### config.mk
export PLATFORM = sky130hd
export DESIGN_NAME = uart_echo_engine
export DESIGN_NICKNAME = d
export VERILOG_FILES = /design/src/rtl/uart_echo_pkg.sv /design/src/rtl/uart_echo_sync.sv /design/src/rtl/uart_echo_timer.sv /design/src/rtl/uart_echo_engine.sv
export SDC_FILE = /design/constraint.sdc
export NUM_CORES = 1
export LEC_CHECK = 0
export BUFFER_PORTS_ARGS = -buffer_cell sky130_fd_sc_hd__buf_2
export CAP_MARGIN = 10
export CORE_MARGIN = 4
export CORE_UTILIZATION = 30
export DETAILED_ROUTE_END_ITERATION = 10
export GPL_TIMING_DRIVEN = 0
export SYNTH_ARGS = -nofsm -noshare
export SYNTH_HDL_FRONTEND = slang
export SYNTH_HIERARCHICAL = 1
export SYNTH_SLANG_ARGS = --single-unit
### constraint.sdc
create_clock -name clk -period 3.72 [get_ports clk]
set_clock_uncertainty 0.15 [all_clocks]
set_input_delay 0.744 -clock clk [delete_from_list [all_inputs] [get_ports clk]]
set_output_delay 0.744 -clock clk [all_outputs]
set_load 0.02 [all_outputs]
### src/rtl/uart_echo_pkg.sv
package uart_echo_pkg;

    typedef enum logic [1:0] {
        ST_IDLE = 2'd0,
        ST_RECV = 2'd1,
        ST_SEND = 2'd2
    } echo_state_e;

endpackage

### src/rtl/uart_echo_sync.sv
module uart_echo_sync #(
    parameter int STAGES   = 2,
    parameter bit IDLE_VAL = 1'b1
) (
    input  logic clk,
    input  logic rst,
    input  logic async_in,
    output logic level,
    output logic fall
);
    localparam int CHAIN_W = STAGES + 1;

    logic [CHAIN_W-1:0] chain_d, chain_q;

    always_comb begin
        chain_d = {chain_q[CHAIN_W-2:0], async_in};
    end

    always_ff @(posedge clk) begin
        if (rst) chain_q <= {CHAIN_W{IDLE_VAL}};
        else     chain_q <= chain_d;
    end

    // stage STAGES-1 is the synchronized level, stage STAGES its previous value
    assign level = chain_q[STAGES-1];
    assign fall  = chain_q[STAGES] & ~chain_q[STAGES-1];

endmodule

### src/rtl/uart_echo_timer.sv
module uart_echo_timer #(
    parameter int CNT_W     = 16,
    parameter int BIT_TICKS = 208
) (
    input  logic             clk,
    input  logic             rst,
    input  logic             arm,
    input  logic [CNT_W-1:0] arm_ofs,
    input  logic             step,
    output logic             hit
);
    localparam logic [CNT_W-1:0] PERIOD = CNT_W'(BIT_TICKS);

    typedef struct packed {
        logic [CNT_W-1:0] cnt;
        logic [CNT_W-1:0] cmp;
    } tmr_t;

    tmr_t tmr_d, tmr_q;

    always_comb begin
        tmr_d     = tmr_q;
        tmr_d.cnt = tmr_q.cnt + 1'b1;
        if (arm)       tmr_d.cmp = tmr_q.cnt + arm_ofs;
        else if (step) tmr_d.cmp = tmr_q.cmp + PERIOD;
    end

    always_ff @(posedge clk) begin
        if (rst) tmr_q <= '0;
        else     tmr_q <= tmr_d;
    end

    assign hit = (tmr_q.cnt == tmr_q.cmp);

endmodule

### src/rtl/uart_echo_engine.sv
module uart_echo_engine #(
    parameter int DATA_W     = 8,
    parameter int BIT_TICKS  = 208,
    parameter int HALF_TICKS = 104,
    parameter int CNT_W      = 16,
    parameter int SYNC_STAGES = 2
) (
    input  logic              clk,
    input  logic              rst,
    input  logic              rx_line,
    output logic              tx_line,
    output logic              rx_valid,
    output logic [DATA_W-1:0] rx_data,
    output logic              busy
);
    import uart_echo_pkg::*;

    localparam int FRAME_BITS = DATA_W + 2;
    localparam int RXC_W      = $clog2(DATA_W + 1);
    localparam int TXC_W      = $clog2(FRAME_BITS + 1);
    localparam logic [CNT_W-1:0] FIRST_OFS  = CNT_W'(BIT_TICKS + HALF_TICKS);
    localparam logic [CNT_W-1:0] LAUNCH_OFS = CNT_W'(BIT_TICKS);

    typedef struct packed {
        echo_state_e           state;
        logic [DATA_W-1:0]     rx_shift;
        logic [RXC_W-1:0]      rx_left;
        logic [FRAME_BITS-1:0] tx_shift;
        logic [TXC_W-1:0]      tx_left;
        logic                  tx;
        logic                  valid;
        logic [DATA_W-1:0]     data;
    } eng_t;

    eng_t eng_d, eng_q;

    logic             rx_s, rx_fall;
    logic             hit, arm, step;
    logic [CNT_W-1:0] arm_ofs;
    logic [DATA_W-1:0] rx_next;

    uart_echo_sync #(.STAGES(SYNC_STAGES), .IDLE_VAL(1'b1)) u_sync (
        .clk      (clk),
        .rst      (rst),
        .async_in (rx_line),
        .level    (rx_s),
        .fall     (rx_fall)
    );

    uart_echo_timer #(.CNT_W(CNT_W), .BIT_TICKS(BIT_TICKS)) u_timer (
        .clk     (clk),
        .rst     (rst),
        .arm     (arm),
        .arm_ofs (arm_ofs),
        .step    (step),
        .hit     (hit)
    );

    assign rx_next = DATA_W'({rx_s, eng_q.rx_shift} >> 1);

    always_comb begin
        eng_d       = eng_q;
        eng_d.valid = 1'b0;
        arm         = 1'b0;
        step        = 1'b0;
        arm_ofs     = LAUNCH_OFS;
        case (eng_q.state)
            ST_IDLE: begin
                if (rx_fall) begin
                    eng_d.state   = ST_RECV;
                    eng_d.rx_left = RXC_W'(DATA_W);
                    arm           = 1'b1;
                    arm_ofs       = FIRST_OFS;
                end
            end
            ST_RECV: begin
                if (hit) begin
                    eng_d.rx_shift = rx_next;
                    if (eng_q.rx_left == RXC_W'(1)) begin
                        eng_d.valid    = 1'b1;
                        eng_d.data     = rx_next;
                        eng_d.tx_shift = {1'b1, rx_next, 1'b0};
                        eng_d.tx_left  = TXC_W'(FRAME_BITS);
                        eng_d.state    = ST_SEND;
                        arm            = 1'b1;
                        arm_ofs        = LAUNCH_OFS;
                    end else begin
                        eng_d.rx_left = eng_q.rx_left - 1'b1;
                        step          = 1'b1;
                    end
                end
            end
            ST_SEND: begin
                if (hit) begin
                    if (eng_q.tx_left == '0) begin
                        eng_d.state = ST_IDLE;
                    end else begin
                        eng_d.tx       = eng_q.tx_shift[0];
                        eng_d.tx_shift = FRAME_BITS'({1'b1, eng_q.tx_shift} >> 1);
                        eng_d.tx_left  = eng_q.tx_left - 1'b1;
                        step           = 1'b1;
                    end
                end
            end
            default: eng_d.state = ST_IDLE;
        endcase
    end

    always_ff @(posedge clk) begin
        if (rst) begin
            eng_q          <= '0;
            eng_q.state    <= ST_IDLE;
            eng_q.tx       <= 1'b1;
            eng_q.tx_shift <= '1;
        end else begin
            eng_q <= eng_d;
        end
    end

    assign tx_line  = eng_q.tx;
    assign rx_valid = eng_q.valid;
    assign rx_data  = eng_q.data;
    assign busy     = (eng_q.state != ST_IDLE);

endmodule

==> results of run 1 <==
[final timing paths]
path / start / to / slack (ns)
hold reg to reg: u_sync/chain_q[0]$_SDFF_PP1_ / u_sync/chain_q[1]$_SDFF_PP1_ / 0.27
setup / recovery: u_timer/tmr_q[18]$_SDFF_PP0_ / u_timer/tmr_q[15]$_SDFFE_PP0N_ / 0.42
hold / removal: u_sync/chain_q[0]$_SDFF_PP1_ / u_sync/chain_q[1]$_SDFF_PP1_ / 0.27
setup reg to reg: u_timer/tmr_q[18]$_SDFF_PP0_ / u_timer/tmr_q[15]$_SDFFE_PP0N_ / 0.42
[synthesized netlist by cell type, drive strengths merged, types with 14 or more instances]
cell / count
dfxtp: 72
nand2: 58
nor2: 40
a21oi: 35
xnor2: 32
ha: 24
buf: 19
inv: 18
a21o: 15
xor2: 15
a211oi: 14
o21ai: 14
[metal layers]
metal,wire length (um),GRT usage,vias up
met5,0,0,-
met4,106,0.0347,0
met3,457,0.0284,13
met2,4740,0.215,58
met1,4560,0.162,1655
li1,-,-,1795
[cell type report]
| cell class | count | area share |
|---|---|---|
| Buffer | 27 | 0.0371 |
| Multi-Input combinational cell | 388 | 0.537 |
| Clock buffer | 9 | 0.0463 |
| Clock inverter | 7 | 0.00978 |
| Timing Repair Buffer | 13 | 0.0134 |
| Tap cell | 180 | 0.0463 |
| Sequential cell | 72 | 0.296 |
| Inverter | 18 | 0.0139 |
[kinds of logic (layout without fill, tap and decap cells)]
family	count (synthesis)	count (layout)	synth area share
compound gates	113	113	0.190
flops	72	72	0.338
other cells	2	12	0.00176
fa+ha+maj	25	25	0.0751
xor+xnor	47	47	0.0965
simple gates	185	185	0.225
mux	6	6	0.0141
buf+inv	47	74	0.0595
[where the power goes]
part / switching [mW] / internal [mW]
logic: 0.237 / 0.172
registers: 0.0446 / 0.811
clock network: 0.350 / 0.451
total: 0.632 / 1.43
[state kept, by name, summed over array words and instances, names as in the netlist]
signal / flops
rx_data: 8
rx_valid: 1
tx_line: 1
u_timer/tmr_q: 32
eng_q: 27
u_sync/chain_q: 3
[metrics by stage]
stage | utilization | worst slack [ns]
after floorplan | - | 0.808
after global placement | 0.331 | -0.0191
after detailed placement | 0.331 | -0.106
after CTS | 0.351 | 0.101
after global routing | 0.350 | 0.0759
final | 0.350 | 0.417
==> summary.txt, run 1 <==
Timing
  – Number of max-slew violations in the final report: 0
  – Max-slew headroom at the worst pin: 0.545
  – Setup TNS Final: 0 ns
  – RSZ-0062 raised after global routing: no
  – Final Cycle Share: 0.888
  – Final number of hold-violating endpoints: 0
  – Hold_ws: 0.268 ns
  – Final worst path period need: roughly 3.3 ns
  – Pin slew with the least headroom to its limit: 0.679 ns
  – Endpoints failing setup: 0
  – Peak Freq: between 300 and 400 MHz

Clocking
  – Buffers inserted during post-CTS setup optimization: 0
  – Clock latency reported for the late side of the worst-skew pair: 0.34 ns
  – Master cell of the clock root buffer: sky130_fd_sc_hd__clkbuf_16
  – Cts repair resizes: 2
  – Clock tree from TritonCTS: done
  – Buffer depth of the longest clock path: 2
  – Clock-pin slew on the worst setup and hold paths: 0.06 ns
  – Total clock sinks: 72
  – Count of hold-fix buffers inserted at cts: 0
  – CTS Buf Count: 9
  – H-tree levels: 3

Worst setup path
  – Buf+Inv Stages, Crit Path: 2
  – Cell occurring most often along the worst timing path: sky130_fd_sc_hd__xnor2_1
  – Crit path largest cell delay: 0.46 ns
  – CP Data Arrival Time: around 3.4 ns
  – Kind of launch point of the worst setup path: flip-flop
  – Cells along the critical path: xnor2_1 > nand4_1 > nor4_1 > clkbuf_8 > o21ai_0 > nor2_1 > clkbuf_1 > nand3_1 > nor4bb_1 > xnor2_1 > nor3_1 > a21oi_1 > nand2_1
  – Cell with the largest stage delay on the worst path: sky130_fd_sc_hd__dfxtp_1
  – Critical path endpoint category: flip-flop
  – CP delay by family, top: simple AND/OR/NAND/NOR gates
  – Critical path required time: 3.80 ns
  – Count of cells along the worst register-to-register path: 13
  – Critical path depth in cells: 13
  – Maximum fanout encountered on the critical timing path: 10
  – Kind of critical path: flip-flop to flip-flop

Drt
  – Iteration-0 DRC count of the detailed router: 185
  – Wire per inst: around 14 um
  – WL final: 9870 um
  – Detailed-route DRC error count: 0
  – Post-detailed-route count of antenna-violating nets: 0
  – Count of TritonRoute iterations in the first routing pass: 4
  – Via density per instance: 4.93
  – Via count of the routed design: 3,521

Floorplan
  – Total Die Area: 16,200 um2
  – Starting density of the core: 0.307
  – Core box area: between 10,000 and 15,000 um2
  – Die Wd: 127 um
  – Number of standard-cell rows in the floorplan: 43
  – Ports placed on the boundary: 14
  – Vertical die dimension: 127 um

Global routing
  – First-pass GRT wire length: 16,700 um
  – Largest net degree at the start of global routing: 14
  – Via count of the first global-routing pass: 3,430
  – Antenna violations before repair: 0
  – Total gr overflow: 0
  – Global-route usage over all layers: 0.126

Synthesis
  – Library cell occupying the most area in the post-synthesis netlist: sky130_fd_sc_hd__dfxtp_1
  – Post-Synthesis Cell Area: about 4300 um2
  – Count of different cell masters after synthesis: 66
  – Number of enable flip-flop cells after synthesis: 0
  – Flip-flop and latch count after synthesis: 72
  – Top flip-flop cell by instance count after synthesis: sky130_fd_sc_hd__dfxtp_1
  – Post-Syn Instances: 497
  – Synthesis warning total: 6
  – Share of flip-flops with an asynchronous set or reset after synthesis: 0
  – Register area share after synthesis: 0.338
  – Area share of the largest cell type after synthesis: 0.338
  – Synth area leaders: sky130_fd_sc_hd__dfxtp_1, sky130_fd_sc_hd__ha_1, sky130_fd_sc_hd__xnor2_1
  – Mean cell area of the mapped netlist: about 8.6 um2

Hold path
  – Type of the tightest min-delay check: flip-flop to flip-flop
  – Min-Delay Path Depth: 1

Placement
  – Placed Cells incl. Taps: 700
  – Count of buffers from port buffering: 13
  – Routability cong.: roughly 0.86
  – DP Area: 4590 um2
  – Sum of net half-perimeters after detailed placement: 7390 um

Power and ir drop
  – Power per cell area: 425 nW/um2
  – Leakage power of the design: about 1.8 nW
  – Maximum resistive drop on vdd: around 0.23 mV
  – Post-layout power: 2.07 mW

Finish
  – Filler cell count: 1,461
  – Final Instance Count excl. Fillers: 714
  – Number of diodes added for antenna fixing: 0
  – Total area of multi-input combinational cells: 2610 um2
  – Total Nets Final: 557
  – Share of layout cells above drive strength 1: 0.127
  – Finished layout cell area: 4860 um2
  – Layout overhead on the synthesized area: 14.0%
  – Combined flip-flop and latch cell area: ~1400 um2
  – Most common cell after layout, fill and taps aside: sky130_fd_sc_hd__dfxtp_1
  – Most frequent cells in the layout: sky130_fd_sc_hd__dfxtp_1, sky130_fd_sc_hd__nand2_1, sky130_fd_sc_hd__nor2_1, sky130_fd_sc_hd__a21oi_1, sky130_fd_sc_hd__xnor2_1

Job
  – MaxCap Viol Count: 0

Outcome
  – Run status: complete, no violations
No activity file was read; power rests on OpenSTA's default activity.
==> run 2: changes to the inputs <==
GPL_TIMING_DRIVEN = default   (was 0)
==> run 2 against run 1 <==
Net effect:
- total power rose by 1.1%
- count of clock-buffer cells in the layout is the same
- first-iteration DRC count grew 51%
- utilization down 0.90 points
- largest power group unchanged
- highest routed layer unchanged
==> summary.txt, run 2 (synthesized netlist as in run 1, its figures left out) <==
Worst setup path
  – Worst flop-to-flop path startpoint: u_timer/tmr_q[31]$_SDFF_PP0_
  – Critical path required time: 3.83 ns
  – Buf+Inv Stages, Crit Path: 1
  – Maximum fanout encountered on the critical timing path: 12
  – Launching element of the worst setup path: u_timer/tmr_q[31]$_SDFF_PP0_
  – Kind of launch point of the worst setup path: flip-flop
  – Cells along the critical path: xnor2_1 > nand4_1 > nor4_2 > and2_1 > nand2_1 > nand2_1 > inv_1 > or3_1 > o211ai_1
  – CP delay by family, top: simple AND/OR/NAND/NOR gates
  – Cell occurring most often along the worst timing path: sky130_fd_sc_hd__nand2_1
  – Cell with the largest stage delay on the worst path: sky130_fd_sc_hd__nor4_2
  – CP Data Arrival Time: between 3 and 4 ns
  – Kind of critical path: flip-flop to flip-flop
  – Critical path endpoint category: flip-flop
  – Crit path largest cell delay: 0.44 ns

Floorplan
  – Number of standard-cell rows in the floorplan: 43
  – Starting density of the core: 0.307
  – Die Wd: 127 um
  – Core box area: 13,900 um2
  – Total Die Area: 16,200 um2
  – Ports placed on the boundary: 14
  – Vertical die dimension: about 130 um

Global routing
  – Via count of the first global-routing pass: 3,360
  – Largest net degree at the start of global routing: 54
  – First-pass GRT wire length: 16,000 um
  – Global-route usage over all layers: 0.120
  – Total gr overflow: 0
  – Antenna violations before repair: 0

Power and ir drop
  – Power per cell area: approximately 440 nW/um2
  – Leakage power of the design: 1.76 nW
  – Maximum resistive drop on vdd: 0.286 mV

Placement
  – Sum of net half-perimeters after detailed placement: between 6000 and 7000 um
  – Count of buffers from port buffering: 13
  – Routability cong.: 0.896

Hold path
  – Worst min-delay path startpoint: u_sync/chain_q[0]$_SDFF_PP1_
  – Type of the tightest min-delay check: flip-flop to flip-flop

Clocking
  – Total clock sinks: 72
  – CTS Buf Count: 9
  – Master cell of the clock root buffer: sky130_fd_sc_hd__clkbuf_16
  – Clock tree from TritonCTS: done
  – Clock-pin slew on the worst setup and hold paths: 0.07 ns
  – Buffer depth of the longest clock path: 2
  – H-tree levels: 3
  – Clock latency reported for the late side of the worst-skew pair: 0.34 ns

Timing
  – Peak Freq: approximately 300 MHz
  – RSZ-0062 raised after global routing: no
  – Pin slew with the least headroom to its limit: 0.609 ns
  – Final number of hold-violating endpoints: 0
  – Hold_ws: 0.259 ns
  – Max-slew headroom at the worst pin: 0.593
  – Final worst path period need: 3.30 ns
  – Endpoints failing setup: 0
  – Final Cycle Share: 0.887
  – Setup TNS Final: 0 ns
  – Number of max-slew violations in the final report: 0

Finish
  – Combined flip-flop and latch cell area: 1440 um2
  – Layout overhead on the synthesized area: 11.1%
  – Most common cell after layout, fill and taps aside: sky130_fd_sc_hd__dfxtp_1
  – Share of layout cells above drive strength 1: 0.107
  – Largest Register: u_timer/tmr_q
  – Filler cell count: 1,446
  – Final standard cell utilization of the core: 0.341
  – Total Nets Final: 535
  – Total area of multi-input combinational cells: 2610 um2
  – Most frequent cells in the layout: sky130_fd_sc_hd__dfxtp_1, sky130_fd_sc_hd__nand2_1, sky130_fd_sc_hd__nor2_1, sky130_fd_sc_hd__a21oi_1, sky130_fd_sc_hd__xnor2_1
  – Number of flip-flops in the largest register: 32
  – Number of diodes added for antenna fixing: 0

Drt
  – Detailed-route DRC error count: 0
  – Via count of the routed design: about 3,500
  – Count of TritonRoute iterations in the first routing pass: 5
  – Post-detailed-route count of antenna-violating nets: 0
  – Iteration-0 DRC count of the detailed router: 280
  – Wire per inst: 13.4 um
  – WL final: 9300 um
  – Via density per instance: about 5.0

Job
  – MaxCap Viol Count: 0

Outcome
  – Run status: complete, no violations
[run 2: cell types whose count changed in the layout (fill, tap and decap cells not counted), sizes merged]
cell    previous run  this run
inv               19        23
clkinv             4         0
clkbuf            17         9
buf               32        18
[run 2: per-stage QoR]
step / total power, mW / setup WS (ns) / std cells / area (um2)
final: 2.09 / 0.419 / 692 / 4740
after global placement: 1.26 / 0.443 / 676 / 4440
after CTS: 2.11 / 0.258 / 692 / 4730
after global routing: 2.20 / 0.00543 / 692 / 4740
after detailed placement: 1.27 / 0.306 / 676 / 4440
after floorplan: 1.18 / 0.808 / 507 / 4300
[run 2: power breakdown]
| group | internal [mW] | switching, mW | leakage [nW] | total [mW] |
|---|---|---|---|---|
| clock | 0.465 | 0.366 | 0.135 | 0.832 |
| sequential | 0.811 | 0.0481 | 0.583 | 0.859 |
| combinational | 0.166 | 0.231 | 1.04 | 0.397 |
| total | 1.44 | 0.646 | 1.76 | 2.09 |
[run 2: repair_timing]
action,in CTS,in global routing
gates resized for setup,0,1
endpoints found under the setup margin,0,2
setup buffers,0,0
hold buffers,0,0
[run 2: metal layers]
| layer | vias to the layer above | GRT usage | share of wire |
|---|---|---|---|
| met4 | 0 | 0.0391 | 0.023 |
| met2 | 89 | 0.190 | 0.45 |
| met1 | 1622 | 0.157 | 0.47 |
| met3 | 24 | 0.0372 | 0.054 |
| li1 | 1757 | - | - |
| met5 | - | 0 | 0 |
[run 2: worst paths after layout]
kind,slack (ns),cells after the start,end
worst max-delay path,0.42,9,u_timer/tmr_q[11]$_SDFFE_PP0N_
worst min-delay path,0.26,1,u_sync/chain_q[1]$_SDFF_PP1_
worst max register to register,0.42,9,u_timer/tmr_q[11]$_SDFFE_PP0N_
worst min register to register,0.26,1,u_sync/chain_q[1]$_SDFF_PP1_
[run 2: final cells by class]
class,count,share of cell area
tap,180,0.0475
multi-input combinational,388,0.552
clock inverter,7,0.0129
clock buffer,9,0.0475
timing repair buffer,18,0.0217
inverter,18,0.0143
sequential,72,0.304
[run 2: worst register-to-register path, delay by kind of cell (launching register included)]
family                 cells  cell delay (ns)
AO/OA/AOI/OAI              1             0.17
XOR/XNOR                   1             0.25
buffers and inverters      1             0.24
flip-flops                 1             0.35
AND/OR/NAND/NOR            6             2.06
